==> src/rtl/idiv_pkg.sv <==
package idiv_pkg;
  typedef struct packed {
    logic wide;
    logic sgn;
    logic frac;
  } idiv_mode_t;
endpackage

==> src/rtl/idiv_prep.sv <==
module idiv_prep
  import idiv_pkg::*;
#(
  parameter int DW = 16
) (
  input  logic [DW-1:0] raw_hi,
  input  logic [DW-1:0] raw_lo,
  input  logic [DW-1:0] raw_dvs,
  input  idiv_mode_t    mode,
  output logic [DW-1:0] n_hi,
  output logic [DW-1:0] n_lo,
  output logic [DW-1:0] d_mag,
  output logic          q_neg,
  output logic          r_neg,
  output logic          dz,
  output logic          big
);
  localparam int NW = 2 * DW;

  logic [NW-1:0] n_raw;
  logic [NW-1:0] n_mag;
  logic          n_neg;
  logic          d_neg;

  always_comb begin
    if (mode.frac) begin
      n_raw = {{DW{mode.sgn & raw_lo[DW-1]}}, raw_lo} << (DW - 1);
    end else if (mode.wide) begin
      n_raw = {raw_hi, raw_lo};
    end else begin
      n_raw = {{DW{mode.sgn & raw_lo[DW-1]}}, raw_lo};
    end
    n_neg = mode.sgn & n_raw[NW-1];
    n_mag = n_neg ? (~n_raw + 1'b1) : n_raw;
    d_neg = mode.sgn & raw_dvs[DW-1];
    d_mag = d_neg ? (~raw_dvs + 1'b1) : raw_dvs;
    n_hi  = n_mag[NW-1:DW];
    n_lo  = n_mag[DW-1:0];
    dz    = (raw_dvs == '0);
    big   = (n_mag[NW-1:DW] >= d_mag);
    q_neg = n_neg ^ d_neg;
    r_neg = n_neg;
  end
endmodule

==> src/rtl/idiv_step.sv <==
module idiv_step #(
  parameter int DW = 16
) (
  input  logic [DW+1:0] p_in,
  input  logic [DW-1:0] q_in,
  input  logic [DW-1:0] d_in,
  output logic [DW+1:0] p_out,
  output logic [DW-1:0] q_out
);
  logic [DW+1:0] shifted;
  logic [DW+1:0] d_ext;

  always_comb begin
    shifted = {p_in[DW:0], q_in[DW-1]};
    d_ext   = {2'b00, d_in};
    p_out   = p_in[DW+1] ? (shifted + d_ext) : (shifted - d_ext);
    q_out   = {q_in[DW-2:0], ~p_out[DW+1]};
  end
endmodule

==> src/rtl/idiv_fix.sv <==
module idiv_fix #(
  parameter int DW = 16
) (
  input  logic [DW-1:0] q_mag,
  input  logic [DW-1:0] r_mag,
  input  logic          q_neg,
  input  logic          r_neg,
  input  logic          sgn,
  input  logic          big,
  input  logic          dz,
  output logic [DW-1:0] q_res,
  output logic [DW-1:0] r_res,
  output logic          ovf
);
  localparam logic [DW-1:0] HALF = DW'(1) << (DW - 1);

  logic s_over;

  always_comb begin
    s_over = sgn & (q_neg ? (q_mag > HALF) : q_mag[DW-1]);
    ovf    = ~dz & (big | s_over);
    q_res  = q_neg ? (~q_mag + 1'b1) : q_mag;
    r_res  = r_neg ? (~r_mag + 1'b1) : r_mag;
  end
endmodule

==> src/rtl/idiv_unit.sv <==
module idiv_unit
  import idiv_pkg::*;
#(
  parameter int DW = 16
) (
  input  logic            clk,
  input  logic            rst_n,
  input  logic            start,
  input  logic            step_en,
  input  logic [2*DW-1:0] dividend,
  input  logic [DW-1:0]   divisor,
  input  logic            op_wide,
  input  logic            op_signed,
  input  logic            op_frac,
  output logic            busy,
  output logic            done,
  output logic [DW-1:0]   quotient,
  output logic [DW-1:0]   remainder,
  output logic            div_zero,
  output logic            overflow
);
  localparam int STEPS = DW + 3;
  localparam int CW    = $clog2(STEPS + 1);
  localparam int PW    = DW + 2;
  localparam logic [CW-1:0] C_SETUP = '0;
  localparam logic [CW-1:0] C_LAST  = CW'(DW);
  localparam logic [CW-1:0] C_CORR  = CW'(DW + 1);
  localparam logic [CW-1:0] C_FIX   = CW'(DW + 2);

  // reset: asserted asynchronously, released on a clock edge
  logic [1:0] rs_q;
  logic       rst_i;
  always_ff @(posedge clk or negedge rst_n) begin
    if (!rst_n) rs_q <= 2'b00;
    else        rs_q <= {rs_q[0], 1'b1};
  end
  assign rst_i = rs_q[1];

  // state
  logic [PW-1:0] p_q, p_n;
  logic [DW-1:0] q_q, q_n;
  logic [DW-1:0] d_q, d_n;
  idiv_mode_t    m_q, m_n;
  logic          qneg_q, qneg_n, rneg_q, rneg_n;
  logic          big_q, big_n, dz_q, dz_n;
  logic [CW-1:0] cnt_q, cnt_n;
  logic          busy_q, busy_n, done_q, done_n;
  logic          dzf_q, dzf_n, ovf_q, ovf_n;

  // datapath pieces
  logic [DW-1:0] s_nhi, s_nlo, s_dmag;
  logic          s_qneg, s_rneg, s_dz, s_big;
  logic [PW-1:0] it_p;
  logic [DW-1:0] it_q;
  logic [DW-1:0] f_q, f_r;
  logic          f_ovf;

  idiv_prep #(.DW(DW)) u_prep (
    .raw_hi (p_q[DW-1:0]), .raw_lo (q_q), .raw_dvs (d_q), .mode (m_q),
    .n_hi   (s_nhi), .n_lo (s_nlo), .d_mag (s_dmag),
    .q_neg  (s_qneg), .r_neg (s_rneg), .dz (s_dz), .big (s_big)
  );

  idiv_step #(.DW(DW)) u_step (
    .p_in (p_q), .q_in (q_q), .d_in (d_q), .p_out (it_p), .q_out (it_q)
  );

  idiv_fix #(.DW(DW)) u_fix (
    .q_mag (q_q), .r_mag (p_q[DW-1:0]), .q_neg (qneg_q), .r_neg (rneg_q),
    .sgn (m_q.sgn), .big (big_q), .dz (dz_q),
    .q_res (f_q), .r_res (f_r), .ovf (f_ovf)
  );

  // next state
  always_comb begin
    p_n = p_q;       q_n = q_q;       d_n = d_q;       m_n = m_q;
    qneg_n = qneg_q; rneg_n = rneg_q; big_n = big_q;   dz_n = dz_q;
    cnt_n = cnt_q;   busy_n = busy_q; done_n = 1'b0;
    dzf_n = dzf_q;   ovf_n = ovf_q;
    if (start) begin
      p_n    = {2'b00, dividend[2*DW-1:DW]};
      q_n    = dividend[DW-1:0];
      d_n    = divisor;
      m_n    = '{wide: op_wide, sgn: op_signed, frac: op_frac};
      cnt_n  = C_SETUP;
      busy_n = 1'b1;
      dzf_n  = 1'b0;
      ovf_n  = 1'b0;
    end else if (busy_q && step_en) begin
      cnt_n = cnt_q + 1'b1;
      if (cnt_q == C_SETUP) begin
        p_n    = {2'b00, s_nhi};
        q_n    = s_nlo;
        d_n    = s_dmag;
        qneg_n = s_qneg;
        rneg_n = s_rneg;
        big_n  = s_big;
        dz_n   = s_dz;
      end else if (cnt_q <= C_LAST) begin
        p_n = it_p;
        q_n = it_q;
      end else if (cnt_q == C_CORR) begin
        if (p_q[PW-1]) p_n = p_q + {2'b00, d_q};
      end else begin
        q_n    = f_q;
        p_n    = {2'b00, f_r};
        dzf_n  = dz_q;
        ovf_n  = f_ovf;
        busy_n = 1'b0;
        done_n = 1'b1;
      end
    end
  end

  // registers carrying control meaning
  always_ff @(posedge clk or negedge rst_i) begin
    if (!rst_i) begin
      cnt_q  <= '0;
      busy_q <= 1'b0;
      done_q <= 1'b0;
      dzf_q  <= 1'b0;
      ovf_q  <= 1'b0;
    end else begin
      cnt_q  <= cnt_n;
      busy_q <= busy_n;
      done_q <= done_n;
      dzf_q  <= dzf_n;
      ovf_q  <= ovf_n;
    end
  end

  // datapath registers, no reset
  always_ff @(posedge clk) begin
    p_q    <= p_n;
    q_q    <= q_n;
    d_q    <= d_n;
    m_q    <= m_n;
    qneg_q <= qneg_n;
    rneg_q <= rneg_n;
    big_q  <= big_n;
    dz_q   <= dz_n;
  end

  assign busy      = busy_q;
  assign done      = done_q;
  assign quotient  = q_q;
  assign remainder = p_q[DW-1:0];
  assign div_zero  = dzf_q;
  assign overflow  = ovf_q;

  a_r6_done_pulse: assert property (@(posedge clk) disable iff (!rst_i)
    done |=> !done);
  a_r6_done_idle: assert property (@(posedge clk) disable iff (!rst_i)
    done |-> !busy);
  a_r6_cnt_range: assert property (@(posedge clk) disable iff (!rst_i)
    busy |-> (cnt_q <= C_FIX));
  a_r8_start_clears: assert property (@(posedge clk) disable iff (!rst_i)
    start |=> (busy && !done && cnt_q == C_SETUP));
  a_r7_hold: assert property (@(posedge clk) disable iff (!rst_i)
    (busy && !step_en && !start) |=> ($stable(quotient) && $stable(remainder) && $stable(cnt_q)));
  a_r9_flags_exclusive: assert property (@(posedge clk) disable iff (!rst_i)
    done |-> !(div_zero && overflow));
  a_r11_flags_cleared: assert property (@(posedge clk) disable iff (!rst_i)
    start |=> (!div_zero && !overflow));
endmodule

==> config.mk <==
export PLATFORM = sky130hd
export DESIGN_NAME = idiv_unit
export DESIGN_NICKNAME = d
export VERILOG_FILES = /design/src/rtl/idiv_pkg.sv /design/src/rtl/idiv_prep.sv /design/src/rtl/idiv_step.sv /design/src/rtl/idiv_fix.sv /design/src/rtl/idiv_unit.sv
export SDC_FILE = /design/constraint.sdc
export NUM_CORES = 1
export LEC_CHECK = 0
export BUFFER_PORTS_ARGS = -buffer_cell sky130_fd_sc_hd__buf_2
export CELL_PAD_IN_SITES_DETAIL_PLACEMENT = 1
export CELL_PAD_IN_SITES_GLOBAL_PLACEMENT = 2
export CORE_ASPECT_RATIO = 2
export CORE_MARGIN = 4
export CORE_UTILIZATION = 36
export DETAILED_ROUTE_END_ITERATION = 12
export GPL_ROUTABILITY_DRIVEN = 0
export PLACE_DENSITY_LB_ADDON = 0.1
export RECOVER_POWER = 25
export SETUP_SLACK_MARGIN = 0.3
export SLEW_MARGIN = 20
export SYNTH_ARGS = -nofsm -noshare
export SYNTH_HDL_FRONTEND = slang
export SYNTH_SLANG_ARGS = --single-unit
export TNS_END_PERCENT = 5
==> constraint.sdc <==
create_clock -name clk -period 0.8 [get_ports clk]
set_input_delay 0.04 -clock clk [delete_from_list [all_inputs] [get_ports clk]]
set_output_delay 0.04 -clock clk [all_outputs]
set_load 0.005 [all_outputs]
After elaboration in Yosys (flattened, before gate mapping). Cells that the tools add are included.

Memory bits (writable): 0. Memories: 0. Register bits after elaboration: 68. Word-level logic and storage cells: 107. Memory bits (read-only): 0. Output and inout port bits: 36. Bits in latches: 0. Bits of input ports: 55.

Add/subtract/negate cells: 8. Reduce and logical (&&, ||, !) cells: 13. Equality and inequality tests: 7. Bitwise gates (word level): 14. Divide/modulo/power cells: 0. Shift operators: 0. Mux-type cells: 44. Multipliers: 0. Magnitude comparators: 3.

Operator list (count): 16-bit two-way mux (13); 32-bit two-way mux (3); 18-bit two-way mux (5); 16-bit by 1-bit adder with 16-bit output (second input constant) (3); 16-bit inverter (3); 18-bit by 16-bit adder with 18-bit output (2); 32-bit by 1-bit adder with 32-bit output (second input constant) (1); 32-bit inverter (1); 1-bit two-way mux (21); 18-bit by 16-bit subtractor with 18-bit output (1); 16-bit greater-or-equal comparator (1); 16-bit greater-than comparator (second input constant) (1); 16-bit logical NOT (1); 5-bit two-way mux (2); 3-bit AND reduction (3); 4-bit != test (second input constant) (2); 2-bit != test (second input constant) (3); 5-bit by 1-bit adder with 5-bit output (second input constant) (1); 1-bit bitwise AND (5); 5-bit equality test (second input constant) (1); 5-bit less-or-equal comparator (second input constant) (1); 5-bit logical NOT (1); 5-bit != test (second input constant) (1); 5-bit nonzero test (1); 8 further kinds (12).

Logic depth before layout (Yosys ltp).
Depth after elaboration: 10. Gate-level depth with buffers: 19. Mapped depth without buffers: 16.

Hierarchy. A second synthesis with hierarchy kept.

Cells, all modules: 1090. Area total of the unflattened synthesis: 8812.2 um^2.

By module, submodules not included: idiv_unit (sequential area each 1966.9 um^2, instances 1, area each 4593.2 um^2, cells each 465); idiv_prep (sequential area each 0.0 um^2, instances 1, area each 2059.5 um^2, cells each 324); idiv_step (sequential area each 0.0 um^2, instances 1, area each 1485.2 um^2, cells each 204); idiv_fix (sequential area each 0.0 um^2, instances 1, area each 674.4 um^2, cells each 97).

Worst setup path after synthesis. OpenSTA, ideal clock, no wires.

Path type: reg-to-reg. Start point: reg d_q[1]. End point: reg q_q[0] (netlist: quotient[0]) (data pin). Library setup time: 0.261 ns. Stages on the path, launching flop included: 17. Period minus slack after synthesis: 3.866 ns. Buffers on the path: 0. Data arrival time: 3.605 ns. Required time: 0.539 ns. Path slack: -3.066 ns. Cells stage by stage: edfxtp_1 -> inv_1 -> ha_1 -> nor3b_1 -> nor3b_1 -> nor3b_1 -> nor2_1 -> xor2_1 -> ha_1 -> nand2_1 -> o21ai_0 -> a31oi_1 -> o21ai_1 -> a31oi_1 -> o21ba_2 -> and3_1 -> o32a_1.

Word-level cells in the longest chain between the ends: 7. Elaborated cells on any way between the ends: 8. Those cells by class: add/sub: 2; mux: 5; bitwise: 1.

RTL lines: from (decl) (line idiv_unit.sv:42) `logic [DW-1:0] d_q, d_n;`; from (signal assigned) (line idiv_unit.sv:136) `d_q <= d_n;`; 18-bit by 16-bit subtractor with 18-bit output / 18-bit by 16-bit adder with 18-bit output (equally long branches) (line idiv_step.sv:16) `p_out = p_in[DW+1] ? (shifted + d_ext) : (shifted - d_ext);`; 18-bit two-way mux (*) (line idiv_step.sv:16); 1-bit inverter (*) (line idiv_step.sv:17) `q_out = {q_in[DW-2:0], ~p_out[DW+1]};`; 16-bit two-way mux (*) (line idiv_unit.sv:99) `end else if (cnt_q <= C_LAST) begin`; 16-bit two-way mux (*) (line idiv_unit.sv:91) `if (cnt_q == C_SETUP) begin`; 16-bit two-way mux (*) (line idiv_unit.sv:89) `end else if (busy_q && step_en) begin`; 16-bit two-way mux (*) (line idiv_unit.sv:80) `if (start) begin`; via q_n[0] (line idiv_unit.sv:41) `logic [DW-1:0] q_q, q_n;`; to (signal assigned) (line idiv_unit.sv:135) `q_q <= q_n;`; to (decl) (line idiv_unit.sv:41).

The timed path passes the listed nets; every way through them passes the cells marked *. The select of a mux whose other input is x is not followed. A chain may end at the register's enable or synchronous reset.

Worst setup path after layout.
Start point: reg d_q[0]. End point: reg q_q[0] (netlist: quotient[0]) (data pin).

Same word-level chain as after synthesis.

==> out/results.tsv <==
metric	value	unit
run_status	complete, but fails checks	
violations	negative hold slack, negative setup slack	
cts_tree	done	
hold_slack	-0.143	ns
hold_class	primary input to flop	
synthesis.area	0.00776	sq mm
cts_buffers	9	
r2r_slack	-3.07	ns
setup_slack	-3.07	ns
grt_start_max_net_pins	29	
timing.rr.end	quotient[0]	
reg2reg_depth	13	
maxCapViolCount	0	
yosys_warnings	0	
final_common_cell	buf_4	
grt.overflow.total	0	
yosys.area.top_type	edfxtp_1	
first_global_vias	10400	
ff_latch_area	0.00197	sq mm
critPathCaptureType	flop	
globalRouteMet2Util	0.600	
grt_use_total	0.315	
drc	0	
cp.required	0.91	ns
min_period_over_period	4.84	
holdPathStages	1	
cts_root_buffer	clkbuf_16	
cts.clk_slew.worst_paths	0.06	ns
hpwl	30400	um
avgRoutedWirePerCell	23.8	um
max_freq	0.258	GHz
dieHeight	216	um
slew_headroom	0.643	
grt_pass1_wl	58000	um
gr-usage-met1	0.302	
finalWirelength	38600	um
io_buffers	90	
synthArstFlopShare	0.162	
die_w	112	um
most-common-layout-cells	buf_4, nor2_1, nand2_1	
cp-start-kind	flop	
finalMaxSlewViolations	0	
clock_sinks	68	
grt.busiest_layer	met2	
synth_edf_count	55	
fin_skew	0.00732	ns
seq_area_frac_synth	0.254	
dr.pass1.iters	5	
use_met3	0.0342	
start_util	0.367	
synth_flop_cell	edfxtp_1	
ir_worst_vdd	1160	uV
hold_viol	20	
vias_per_cell	5.74	
finalCriticalPeriod	3.87	ns
vias	9321	
min_to	m_q[1]	
synthDominantCellAreaShare	0.213	
synth-seq-cells	68	
syn-num-nets	1068	
syn2layout_area_growth	61.5	%
power.density	2410	mW/mm^2
insertion_delay	0.36	ns
crit_type	flop to flop	
synth.distinct_cells	85	
worst-path-max-fanout	4	
worst_pin_slew	0.522	ns
fp-row-count	75	
diodes	0	
cts_hold_buf	1	
nNetsFinal	1462	
hold_path_startpoint	op_signed	
setup_viol	149	
drive_gt1_frac	0.469	
io_pins	91	
syn_area_per_cell	8.12	sq um
drt_iter0_drc	448	
synthCells	955	
cp.arrival	3.98	ns
coreArea	0.0211	sq mm
postRouteAntennaNets	0	
cts-htree-levels	3	
synth_area_leaders	edfxtp_1, ha_1, xnor2_1, nor2_1, nand2_1	
power_leakage	5.46	nW
multi_input_area	0.00613	sq mm
die_area	0.0241	sq mm
grt_setup_unrepaired	true	
r2r_start	d_q[0]	
fillers	2499	
antenna_found_initial	0	
fin_setup_tns	-168.20	ns
cts_buffer_depth	2	
==> Yosys cell counts, drive strengths merged (15+ instances only) <==
cell and count:
nor2 106, nand2 103, a21oi 76, o21ai 62, ha 56, edfxtp 55
xnor2 54, xor2 43, clkbuf 36, buf 33, nor3 25, inv 22
a211oi 16, a21o 16, nor2b 15
==> repair_timing <==
item                                   CTS  global route
resized for setup                      185            73
gates cloned                             0             0
buffers inserted                         8             7
setup endpoints to repair              149           163
pin swaps                               33            35
endpoints found under the hold margin   28            13
==> routing by layer <==
layer / part of all wire / vias to the layer above
li1: - / 4291
met1: 0.34 / 4599
met2: 0.55 / 284
met3: 0.026 / 147
met4: 0.082 / 0
met5: 0 / -
==> power breakdown <==
part           leakage, nW  total [mW]  internal [mW]  switching (mW)
Combinational         4.58        20.6           10.2            10.4
Clock                0.165        4.49           2.66            1.83
Sequential           0.712        5.13           4.51           0.612
==> worst max path at each step <==
stage               depth (start not counted)  slack (ns)          end   start
finish                                     13       -3.07  quotient[0]  d_q[0]
global route                               19       -3.17      p_q[16]  d_q[1]
CTS                                        13       -2.97  quotient[0]  d_q[0]
detailed placement                         16       -3.12  quotient[0]  d_q[1]
global placement                           13       -2.95  quotient[0]  d_q[1]
floorplan                                  13       -2.90  quotient[0]  d_q[1]
==> final cells by class <==
cell class,count,area share
Timing Repair Buffer,452,0.293
Clock buffer,12,0.0240
Inverter,24,0.00819
Tap cell,269,0.0269
Sequential cell,68,0.157
Clock inverter,4,0.00180
Multi-Input combinational cell,794,0.489
==> worst max-delay path, cell delays in order, from the launching register on <==
cell and delay [ns]:
edfxtp_1 0.42, or3_4 0.42, or4_4 0.46, or2_4 0.27
nor2b_4 0.13, xor2_1 0.14, ha_1 0.35, and3_4 0.21
nand4_1 0.13, o21ai_4 0.23, a31oi_4 0.12, o21ba_4 0.25
and3_4 0.15, o32a_1 0.33
==> sequential cells by signal, summed over array words and instances (netlist names) <==
signal    flops
d_q          16
qneg_q        1
m_q           3
p_q          18
overflow      1
busy          1
rneg_q        1
rs_q          2
big_q         1
quotient     16
done          1
dz_q          1
div_zero      1
cnt_q         5
==> stage by stage <==
| stage | cells | worst slack [ns] | instance area, sq um | power [mW] | util |
|---|---|---|---|---|---|
| 3_3_place_gp | 1591 | -2.95 | 11000 | 22.3 | 0.521 |
| 4_1_cts | 1616 | -2.97 | 12200 | 29.1 | 0.576 |
| 2_1_floorplan | 955 | -2.90 | 7930 | 14.6 | - |
| 3_5_place_dp | 1591 | -3.12 | 11000 | 22.8 | 0.521 |
| 5_1_grt | 1623 | -3.17 | 12500 | 32.0 | 0.593 |
| 6_report | 1623 | -3.07 | 12500 | 30.2 | 0.593 |
==> cell families (layout without fill, tap and decap cells) <==
group	count (synthesis)	in the layout	share of synthesized area
flip-flops	68	68	0.254
AO/OA/AOI/OAI	288	288	0.251
buffers and inverters	93	492	0.0572
XOR/XNOR	97	97	0.113
AND/OR/NAND/NOR	336	336	0.211
other	1	1	0.000483
multiplexers	14	14	0.0189
adder cells (fa/ha/maj)	58	58	0.0955
No activity file was read; power rests on OpenSTA's default activity.
